[config.mk]
export PLATFORM = sky130hd
export DESIGN_NAME = sm4_cf_sbox
export DESIGN_NICKNAME = d
export VERILOG_FILES = /design/src/rtl/sm4cf_pkg.sv /design/src/rtl/sm4cf_xor_matrix.sv /design/src/rtl/sm4cf_gf16_inv.sv /design/src/rtl/sm4cf_tower_inv.sv /design/src/rtl/sm4_cf_sbox.sv
export SDC_FILE = /design/constraint.sdc
export NUM_CORES = 1
export LEC_CHECK = 0
export CORE_ASPECT_RATIO = 0.9
export CORE_MARGIN = 5
export CORE_UTILIZATION = 55
export DETAILED_ROUTE_END_ITERATION = 10
export PLACE_DENSITY = 0.84
export SYNTH_ARGS = -nofsm -noshare
export SYNTH_HDL_FRONTEND = slang
export SYNTH_SLANG_ARGS = --single-unit
[constraint.sdc]
create_clock -name vclk -period 22.8
set_input_delay 5.7 -clock vclk [all_inputs]
set_output_delay 5.7 -clock vclk [all_outputs]
set_load 0.01 [all_outputs]
[src/rtl/sm4cf_pkg.sv]
package sm4cf_pkg;

  localparam int BW = 8;
  localparam int NW = BW / 2;
  localparam int DW = NW / 2;

  typedef logic [BW-1:0]    byte_t;
  typedef logic [NW-1:0]    nib_t;
  typedef logic [DW-1:0]    duo_t;
  typedef logic [BW*BW-1:0] mat_t;   // row k (bits k*BW +: BW) selects inputs of output bit k

  // GF(4), polynomial basis {1,w}, w^2 = w + 1
  function automatic duo_t gf4_mul(duo_t a, duo_t b);
    duo_t r;
    r[1] = (a[1] & b[1]) ^ (a[1] & b[0]) ^ (a[0] & b[1]);
    r[0] = (a[1] & b[1]) ^ (a[0] & b[0]);
    return r;
  endfunction

  function automatic duo_t gf4_sq(duo_t a);
    return {a[1], a[1] ^ a[0]};
  endfunction

  function automatic duo_t gf4_mulw(duo_t a);
    return {a[1] ^ a[0], a[1]};
  endfunction

  // GF(16) over GF(4), polynomial basis {1,Z}, Z^2 = Z + w
  function automatic nib_t gf16_mul(nib_t a, nib_t b);
    duo_t t;
    t = gf4_mul(a[3:2], b[3:2]);
    return {t ^ gf4_mul(a[3:2], b[1:0]) ^ gf4_mul(a[1:0], b[3:2]),
            gf4_mulw(t) ^ gf4_mul(a[1:0], b[1:0])};
  endfunction

  function automatic duo_t gf16_norm(nib_t a);
    return gf4_mulw(gf4_sq(a[3:2])) ^ gf4_mul(a[1:0], a[3:2]) ^ gf4_sq(a[1:0]);
  endfunction

  // GF(256) over GF(16), normal basis {Y^16, Y}, Y^2 = Y + nu; upper nibble is the Y^16 term
  function automatic byte_t tower_mul(nib_t nu, byte_t a, byte_t b);
    nib_t e;
    e = gf16_mul(nu, gf16_mul(a[7:4] ^ a[3:0], b[7:4] ^ b[3:0]));
    return {gf16_mul(a[7:4], b[7:4]) ^ e, gf16_mul(a[3:0], b[3:0]) ^ e};
  endfunction

  // polynomial basis {1,Y} (upper nibble = Y term) to normal basis {Y^16,Y}
  function automatic byte_t poly_to_normal(byte_t c);
    return {c[3:0], c[3:0] ^ c[7:4]};
  endfunction

  function automatic nib_t find_nu();
    nib_t   sel;
    bit     got;
    sel = '0;
    got = 1'b0;
    for (int v = 1; v < 16; v++) begin
      nib_t x;
      nib_t acc;
      x   = nib_t'(v);
      acc = x;
      for (int i = 0; i < 3; i++) begin
        x   = gf16_mul(x, x);
        acc = acc ^ x;
      end
      if (!got && acc == 4'h1) begin
        sel = nib_t'(v);
        got = 1'b1;
      end
    end
    return sel;
  endfunction

  function automatic byte_t find_root(nib_t nu, logic [BW:0] poly);
    byte_t sel;
    bit    got;
    sel = '0;
    got = 1'b0;
    for (int c = 1; c < 256; c++) begin
      byte_t pw;
      byte_t acc;
      pw  = 8'h11;
      acc = '0;
      for (int i = 0; i <= BW; i++) begin
        if (poly[i]) acc = acc ^ pw;
        pw = tower_mul(nu, pw, byte_t'(c));
      end
      if (!got && acc == '0) begin
        sel = byte_t'(c);
        got = 1'b1;
      end
    end
    return sel;
  endfunction

  function automatic byte_t mat_apply(mat_t m, byte_t x);
    byte_t r;
    for (int k = 0; k < BW; k++) r[k] = ^(m[k*BW +: BW] & x);
    return r;
  endfunction

  function automatic mat_t build_map(nib_t nu, byte_t root);
    mat_t  m;
    byte_t pw;
    m  = '0;
    pw = 8'h11;
    for (int i = 0; i < BW; i++) begin
      for (int k = 0; k < BW; k++) m[k*BW + i] = pw[k];
      pw = tower_mul(nu, pw, root);
    end
    return m;
  endfunction

  function automatic mat_t invert_mat(mat_t m);
    mat_t r;
    r = '0;
    for (int j = 0; j < BW; j++) begin
      for (int x = 0; x < 256; x++) begin
        byte_t v;
        v = byte_t'(x);
        if (mat_apply(m, v) == (byte_t'(1) << j))
          for (int k = 0; k < BW; k++) r[k*BW + j] = v[k];
      end
    end
    return r;
  endfunction

  function automatic mat_t basis_change_mat();
    mat_t r;
    r = '0;
    for (int j = 0; j < BW; j++) begin
      byte_t v;
      v = poly_to_normal(byte_t'(1) << j);
      for (int k = 0; k < BW; k++) r[k*BW + j] = v[k];
    end
    return r;
  endfunction

  function automatic byte_t rotr(byte_t x, int n);
    logic [2*BW-1:0] d;
    d = {x, x} >> n;
    return d[BW-1:0];
  endfunction

  // y = x * A as a row vector, bit 7 leftmost; row i of A is row0 rotated right by i
  function automatic mat_t affine_mat(byte_t row0);
    mat_t r;
    r = '0;
    for (int j = 0; j < BW; j++) begin
      byte_t v;
      v = rotr(row0, BW - 1 - j);
      for (int k = 0; k < BW; k++) r[k*BW + j] = v[k];
    end
    return r;
  endfunction

  function automatic mat_t mat_compose(mat_t outer, mat_t inner);
    mat_t r;
    r = '0;
    for (int j = 0; j < BW; j++) begin
      byte_t v;
      v = mat_apply(outer, mat_apply(inner, byte_t'(1) << j));
      for (int k = 0; k < BW; k++) r[k*BW + j] = v[k];
    end
    return r;
  endfunction

endpackage

[src/rtl/sm4cf_xor_matrix.sv]
module sm4cf_xor_matrix #(
  parameter int                W   = 8,
  parameter logic [W*W-1:0]    MAT = '0
) (
  input  logic [W-1:0] din,
  output logic [W-1:0] dout
);
  for (genvar k = 0; k < W; k++) begin : g_row
    assign dout[k] = ^(din & MAT[k*W +: W]);
  end
endmodule

[src/rtl/sm4cf_gf16_inv.sv]
module sm4cf_gf16_inv
  import sm4cf_pkg::*;
(
  input  logic [3:0] a_in,
  output logic [3:0] a_inv
);
  duo_t norm_val;
  duo_t norm_inv;

  assign norm_val = gf16_norm(a_in);
  assign norm_inv = gf4_sq(norm_val);   // inverse in GF(4) is squaring, zero stays zero
  assign a_inv    = {gf4_mul(a_in[3:2], norm_inv),
                     gf4_mul(a_in[1:0] ^ a_in[3:2], norm_inv)};
endmodule

[src/rtl/sm4cf_tower_inv.sv]
module sm4cf_tower_inv
  import sm4cf_pkg::*;
#(
  parameter logic [3:0] NU = 4'h0
) (
  input  logic [7:0] a_norm,
  output logic [7:0] b_poly
);
  nib_t ah;
  nib_t al;
  nib_t hl_sum;
  nib_t theta;
  nib_t theta_inv;

  assign ah     = a_norm[7:4];
  assign al     = a_norm[3:0];
  assign hl_sum = ah ^ al;
  assign theta  = gf16_mul(ah, al) ^ gf16_mul(NU, gf16_mul(hl_sum, hl_sum));

  sm4cf_gf16_inv u_theta_inv (
    .a_in  (theta),
    .a_inv (theta_inv)
  );

  assign b_poly = {gf16_mul(theta_inv, hl_sum), gf16_mul(theta_inv, al)};
endmodule

[src/rtl/sm4_cf_sbox.sv]
module sm4_cf_sbox
  import sm4cf_pkg::*;
#(
  parameter logic [8:0] FIELD_POLY = 9'h1F5,
  parameter logic [7:0] AFFINE_ROW = 8'hE5,
  parameter logic [7:0] AFFINE_C   = 8'hD3
) (
  input  logic [7:0] in_byte,
  output logic [7:0] out_byte
);
  localparam nib_t  TW_NU   = find_nu();
  localparam byte_t TW_ROOT = find_root(TW_NU, FIELD_POLY);
  localparam mat_t  AFF_M   = affine_mat(AFFINE_ROW);
  localparam mat_t  MAP_M   = build_map(TW_NU, TW_ROOT);
  localparam mat_t  UNMAP_M = invert_mat(MAP_M);
  localparam mat_t  P2N_M   = basis_change_mat();
  localparam mat_t  POST_M  = mat_compose(AFF_M, mat_compose(UNMAP_M, P2N_M));

  byte_t aff_lin;
  byte_t pre_aff;
  byte_t iso_val;
  byte_t inv_poly;
  byte_t post_lin;

  sm4cf_xor_matrix #(.W(BW), .MAT(AFF_M)) u_pre (
    .din  (in_byte),
    .dout (aff_lin)
  );

  assign pre_aff = aff_lin ^ AFFINE_C;

  sm4cf_xor_matrix #(.W(BW), .MAT(MAP_M)) u_map (
    .din  (pre_aff),
    .dout (iso_val)
  );

  sm4cf_tower_inv #(.NU(TW_NU)) u_inv (
    .a_norm (iso_val),
    .b_poly (inv_poly)
  );

  sm4cf_xor_matrix #(.W(BW), .MAT(POST_M)) u_post (
    .din  (inv_poly),
    .dout (post_lin)
  );

  assign out_byte = post_lin ^ AFFINE_C;
endmodule

### After elaboration in Yosys (flattened, before gate mapping)

Cells that the tools add are included.

| word-level totals | value |
|---|---|
| ROM bits | 0 |
| memories kept | 0 |
| output and inout port bits | 8 |
| RAM bits | 0 |
| bits in registers | 0 |
| bits of input ports | 8 |
| word-level logic and storage cells | 177 |
| bits in latches | 0 |

| operators by class | value |
|---|---|
| reduce and logical (&&, ||, !) cells | 24 |
| $add $sub $neg | 0 |
| muxes and demuxes | 0 |
| divide/modulo/power cells | 0 |
| bitwise operators | 153 |
| order comparisons | 0 |
| $mul | 0 |
| equality and inequality tests | 0 |
| shift operators | 0 |

Operators by type and width:

| cell | number |
|---|---|
| parity 8 bit | 24 |
| bitwise XOR 1 bit | 67 |
| AND 1 bit | 66 |
| bitwise XOR 2 bit | 16 |
| NOT 5 bit | 2 |
| bitwise XOR 4 bit | 2 |

### Logic depth before layout (Yosys ltp)

Gate-level depths: netlist of the first run.

| depth | value |
|---|---|
| depth after elaboration | 28 |
| depth in mapped cells | 25 |

### By module

Synthesis of the first run repeated with hierarchy kept, for this count alone.

| second synthesis, totals | value |
|---|---|
| cell total of the unflattened synthesis | 217 |
| area, all modules | 1900.6 um^2 |

Modules (own cells, without submodules):

| module | area each (um^2) | sequential area each (um^2) | instances | cells an instance |
|---|---|---|---|---|
| sm4cf_tower_inv | 937.1 | 0.0 | 1 | 130 |
| sm4cf_gf16_inv | 259.0 | 0.0 | 1 | 27 |
| sm4cf_xor_matrix (u_pre) | 240.2 | 0.0 | 1 | 17 |
| sm4cf_xor_matrix (u_post) | 227.7 | 0.0 | 1 | 18 |
| sm4cf_xor_matrix (u_map) | 198.9 | 0.0 | 1 | 15 |
| sm4_cf_sbox | 37.5 | 0.0 | 1 | 10 |

### Worst setup path after synthesis of the first run

OpenSTA, ideal clock, no wires.

| path | value |
|---|---|
| path type | input to output |
| from | input in_byte[3] |
| to | output out_byte[3] |
| slack | 5.880 ns |
| data arrival time | 11.220 ns |
| required time | 17.100 ns |
| stages on the path | 25 |
| path buffers | 4 |
| cell sequence | buf_4 xnor2_2 xnor2_1 clkbuf_1 inv_1 ha_1 xor2_1 xnor2_1 xnor3_1 xnor2_1 xor2_2 buf_6 ha_1 clkinv_1 xnor2_1 xnor2_1 nand3_1 and2_1 buf_4 nor2_1 xnor2_1 xnor3_1 xnor3_2 xor2_2 xnor2_1 |

| on the way | value |
|---|---|
| word-level cells in the longest chain between the ends | 27 |
| elaborated cells on any way between the ends | 152 |
| classes of those cells | bitwise (138); reduce/logical (14) |

Ends and longest elaborated chain:

| element | RTL line | RTL |
|---|---|---|
| start, declared | sm4_cf_sbox.sv:8 | `input logic [7:0] in_byte,` |
| parity 8 bit | sm4cf_xor_matrix.sv:9 | `assign dout[k] = ^(din & MAT[k*W +: W]);` |
| NOT 5 bit (no source line) | n/a |  |
| parity 8 bit | sm4cf_xor_matrix.sv:9 |  |
| bitwise XOR 4 bit | sm4cf_tower_inv.sv:17 | `assign hl_sum = ah ^ al;` |
| AND 1 bit (on tied branches) | sm4cf_pkg.sv:15, sm4cf_pkg.sv:16 |  |
| bitwise XOR 1 bit (2 in series) | sm4cf_pkg.sv:15 | `r[1] = (a[1] & b[1]) ^ (a[1] & b[0]) ^ (a[0] & b[1]);` |
| bitwise XOR 2 bit / bitwise XOR 1 bit (equally long branches) | sm4cf_pkg.sv:32, sm4cf_pkg.sv:25 |  |
| bitwise XOR 2 bit (on tied branches) | sm4cf_pkg.sv:32, sm4cf_pkg.sv:33 |  |
| (+8 left out) | n/a |  |
| bitwise XOR 1 bit | sm4cf_pkg.sv:21 | `return {a[1], a[1] ^ a[0]};` |
| AND 1 bit | sm4cf_pkg.sv:15 |  |
| bitwise XOR 1 bit (2 in series) | sm4cf_pkg.sv:15 |  |
| AND 1 bit (on tied branches) | sm4cf_pkg.sv:15, sm4cf_pkg.sv:16 |  |
| bitwise XOR 1 bit (2 in series) | sm4cf_pkg.sv:15 |  |
| bitwise XOR 1 bit / bitwise XOR 2 bit (equally long branches) | sm4cf_pkg.sv:25, sm4cf_pkg.sv:32 |  |
| bitwise XOR 2 bit (on tied branches) | sm4cf_pkg.sv:33, sm4cf_pkg.sv:32 |  |
| parity 8 bit (*) | sm4cf_xor_matrix.sv:9 |  |
| end, declared | sm4_cf_sbox.sv:9 | `output logic [7:0] out_byte` |

Mark *: on every way between the ends. The rest lies on a longest branch, timed or not.

### Worst setup path after layout of the first run

| path | value |
|---|---|
| from | input in_byte[0] |
| to | output out_byte[6] |

| on the way | value |
|---|---|
| word-level cells in the longest chain between the ends | 28 |
| elaborated cells on any way between the ends | 159 |
| classes of those cells | bitwise (146); reduce/logical (13) |

Ends and longest elaborated chain:

| element | RTL line |
|---|---|
| parity 8 bit | sm4cf_xor_matrix.sv:9 |
| NOT 5 bit (no source line) | n/a |
| parity 8 bit | sm4cf_xor_matrix.sv:9 |
| bitwise XOR 4 bit | sm4cf_tower_inv.sv:17 |
| AND 1 bit (on tied branches) | sm4cf_pkg.sv:15, sm4cf_pkg.sv:16 |
| bitwise XOR 1 bit (2 in series) | sm4cf_pkg.sv:15 |
| bitwise XOR 2 bit / bitwise XOR 1 bit (equally long branches) | sm4cf_pkg.sv:32, sm4cf_pkg.sv:25 |
| bitwise XOR 2 bit (on tied branches) | sm4cf_pkg.sv:32, sm4cf_pkg.sv:33 |
| (+9 left out) | n/a |
| AND 1 bit | sm4cf_pkg.sv:15 |
| bitwise XOR 1 bit (2 in series) | sm4cf_pkg.sv:15 |
| AND 1 bit (on tied branches) | sm4cf_pkg.sv:15, sm4cf_pkg.sv:16 |
| bitwise XOR 1 bit (2 in series) | sm4cf_pkg.sv:15 |
| bitwise XOR 2 bit / bitwise XOR 1 bit (equally long branches) | sm4cf_pkg.sv:32, sm4cf_pkg.sv:25 |
| bitwise XOR 2 bit (on tied branches) | sm4cf_pkg.sv:32, sm4cf_pkg.sv:33 |
| parity 8 bit (*) | sm4cf_xor_matrix.sv:9 |
| NOT 5 bit (no source line) (*) | n/a |

Marks and branches as above.

==> results.py, run 1 <==
metrics = {
    "floorplan": {
        "ios": 16,
        "die_area_mm2": 0.00516,
        "die_h_um": 68.7,
        "start_util_pct": 56.7,
        "core-area_mm2": 0.00370,
        "die_w_um": 75.2,
        "rows": 21,
    },
    "synthesis": {
        "yosysMostFrequentCell": "xnor2_1",
        "syn_area_per_cell_um2": 8.08,
        "syn_nets": 272,
        "ys_top_cells_by_count": "xnor2_1, nor2_1, nand2_1",
        "netlist_instances": 260,
        "synth_cell_types": 62,
        "synth_area_leaders": "xnor2_1, xnor3_1, xor2_1",
        "netlist_area_mm2": 0.00210,
        "yosysSeqAreaShare_pct": 0,
        "synth_top_area_share_pct": 17.5,
        "yosysWarnings": 0,
        "synth_top_area_cell": "xnor2_1",
    },
    "worst_setup_path": {
        "critPathKind": "input pin to output pin",
        "crit_start": "in_byte[0]",
        "cp-start-kind": "input pin",
        "cp_data_required_time_ps": 17100,
        "worstPathMaxFanout": 19,
        "crit_chain": "clkdlybuf4s50_1, xnor2_2, xnor2_1, inv_1, ha_1, xor2_1, xnor2_1, xnor3_1, xnor2_1, xor2_2, ha_1, clkinv_1, xnor2_1, xnor2_1, nand3_1, and2_1, nor2_1, xnor2_1, xnor3_1, xnor3_2, xor2_2, xnor2_1, clkdlybuf4s50_1",
        "slowest_stage": "clkdlybuf4s50_1",
        "endpoint_kind": "output pin",
        "arrival_ps": 13750,
        "cpPeakStageDelay_ps": 870,
        "cp_common_cell": "xnor2_1",
    },
    "timing": {
        "maxSlewViolCount": 0,
        "worst_slack_ps": 3350,
        "worstMarginPinSlew_ps": 979,
        "hold_violations": 0,
        "max_slew_margin_pct": 34.3,
        "finalSetupTns_ps": 0,
        "finalCriticalPeriod_ps": 19450,
        "rsz0062_at_grt": "false",
        "max_freq_mhz": 51.4,
        "period_share_pct": 85.3,
        "finalSetupViolations": 0,
    },
    "detailed_routing": {
        "vias": 1789,
        "drtPass1Iterations": 4,
        "antenna_left": 0,
        "drt_iter0_markers": 131,
        "drt_wl_total_mm": 4.50,
        "drc": 0,
        "routedWlPerCell_um": 14.8,
        "post_drt_via_cell_ratio": 5.87,
    },
    "hold_path": {
        "min_from": "in_byte[1]",
        "holdCritPathClass": "input pin to output pin",
    },
    "final_layout": {
        "fin_util_pct": 59.7,
        "nFlopsAndLatches": 0,
        "syn_to_final_growth_pct": 5.24,
        "fillerInstances": 332,
        "regArea_um2": 0,
        "diodes": 0,
        "fin_nets": 273,
        "clkbuf_count": 0,
        "drive_gt1_share_pct": 12.0,
    },
    "grt": {
        "grt_max_degree": 20,
        "grt_usage_pct": 18.8,
        "grt_pass1_wl_mm": 7.76,
        "grt_overflow_total": 0,
        "antenna_found_initial": 0,
        "grt_pass1_vias": 1584,
    },
    "placement": {
        "gp_congestion": 0.893,
        "pre_cts_slack_ps": 3400,
        "numPortBuffers": 16,
        "hpwl_mm": 3.59,
    },
    "run_status": {
        "status": "complete, no violations",
    },
    "clock_network": {
        "post_cts_resized": 0,
        "cts_hold_buffers": 0,
        "cts_setup_buffers": 0,
    },
    "run": {
        "timing.max_cap.violations": 0,
    },
}
[layer usage]
layer  wire, um  GRT usage, %  part of all wire, %
met2       2070          29.9                   46
met1       2140          28.5                   47
met5          0             0                    0
met4         51          2.40                  1.1
met3        247          1.16                  5.5
[per-stage QoR]
step / instances / hold slack, ps / area [um^2]
after CTS: 305 / 13230 / 2210
after global routing: 305 / 13330 / 2210
final: 305 / 13220 / 2210
after detailed placement: 305 / 13230 / 2210
after floorplan: 260 / 12150 / 2100
after global placement: 305 / 13210 / 2210
[worst max-delay path: cells and delay by family]
family,cells,cell delay [ps]
adders and majority gates,2,900
xor gates and xnor gates,14,4560
buffers and inverters,4,2020
and+or+nand+nor,3,580
[cells by family after synthesis]
| logic type | synth area share, % |
|---|---|
| buffers and inverters | 6.37 |
| muxes | 2.38 |
| xor gates and xnor gates | 49.5 |
| and+or+nand+nor | 21.2 |
| AOI/OAI and AO/OA | 18.2 |
| adders and majority gates | 2.38 |
[layout make-up]
class	count	area, um^2	share of cell area [%]
Multi-Input combinational cell	236	1970	89.0
Timing Repair Buffer	16	160	7.24
Tap cell	46	57.6	2.60
Inverter	7	26.3	1.19
[placed cells by master, fill, tap and decap left out, drive strengths merged, types with 2 or more instances in the layout]
cell	Yosys	routed
a22oi	2	2
or4	3	3
xor2	20	20
clkdlybuf4s50	0	16
mux2i	5	5
nand2	22	22
o31ai	3	3
a22o	2	2
o21ai	17	17
nand2b	6	6
a21oi	12	12
inv	6	6
o211ai	6	6
nor3	8	8
and2	3	3
nand3b	2	2
xor3	2	2
ha	4	4
nand3	13	13
or2	3	3
a21boi	2	2
or3	3	3
nor2	21	21
xnor2	51	51
xnor3	10	10
[final timing paths]
check	to	cells after the start	slack, ps
worst max-delay path	out_byte[6]	23	3350
worst min-delay path	out_byte[3]	7	13220
Power of run 1 is left out: the tool's default activity adds up to more than one toggle a clock period on the data nets, which glitch-free logic cannot reach.
==> run 2: changes to the inputs <==
ABC_CLOCK_PERIOD_IN_PS = 22800   (was not set)
SETUP_SLACK_MARGIN = 0.02   (was not set)
==> results of run 2 <==
Final layout, timing and power as in run 1 (identical DEF).
Power of run 2 is left out for the same reason.
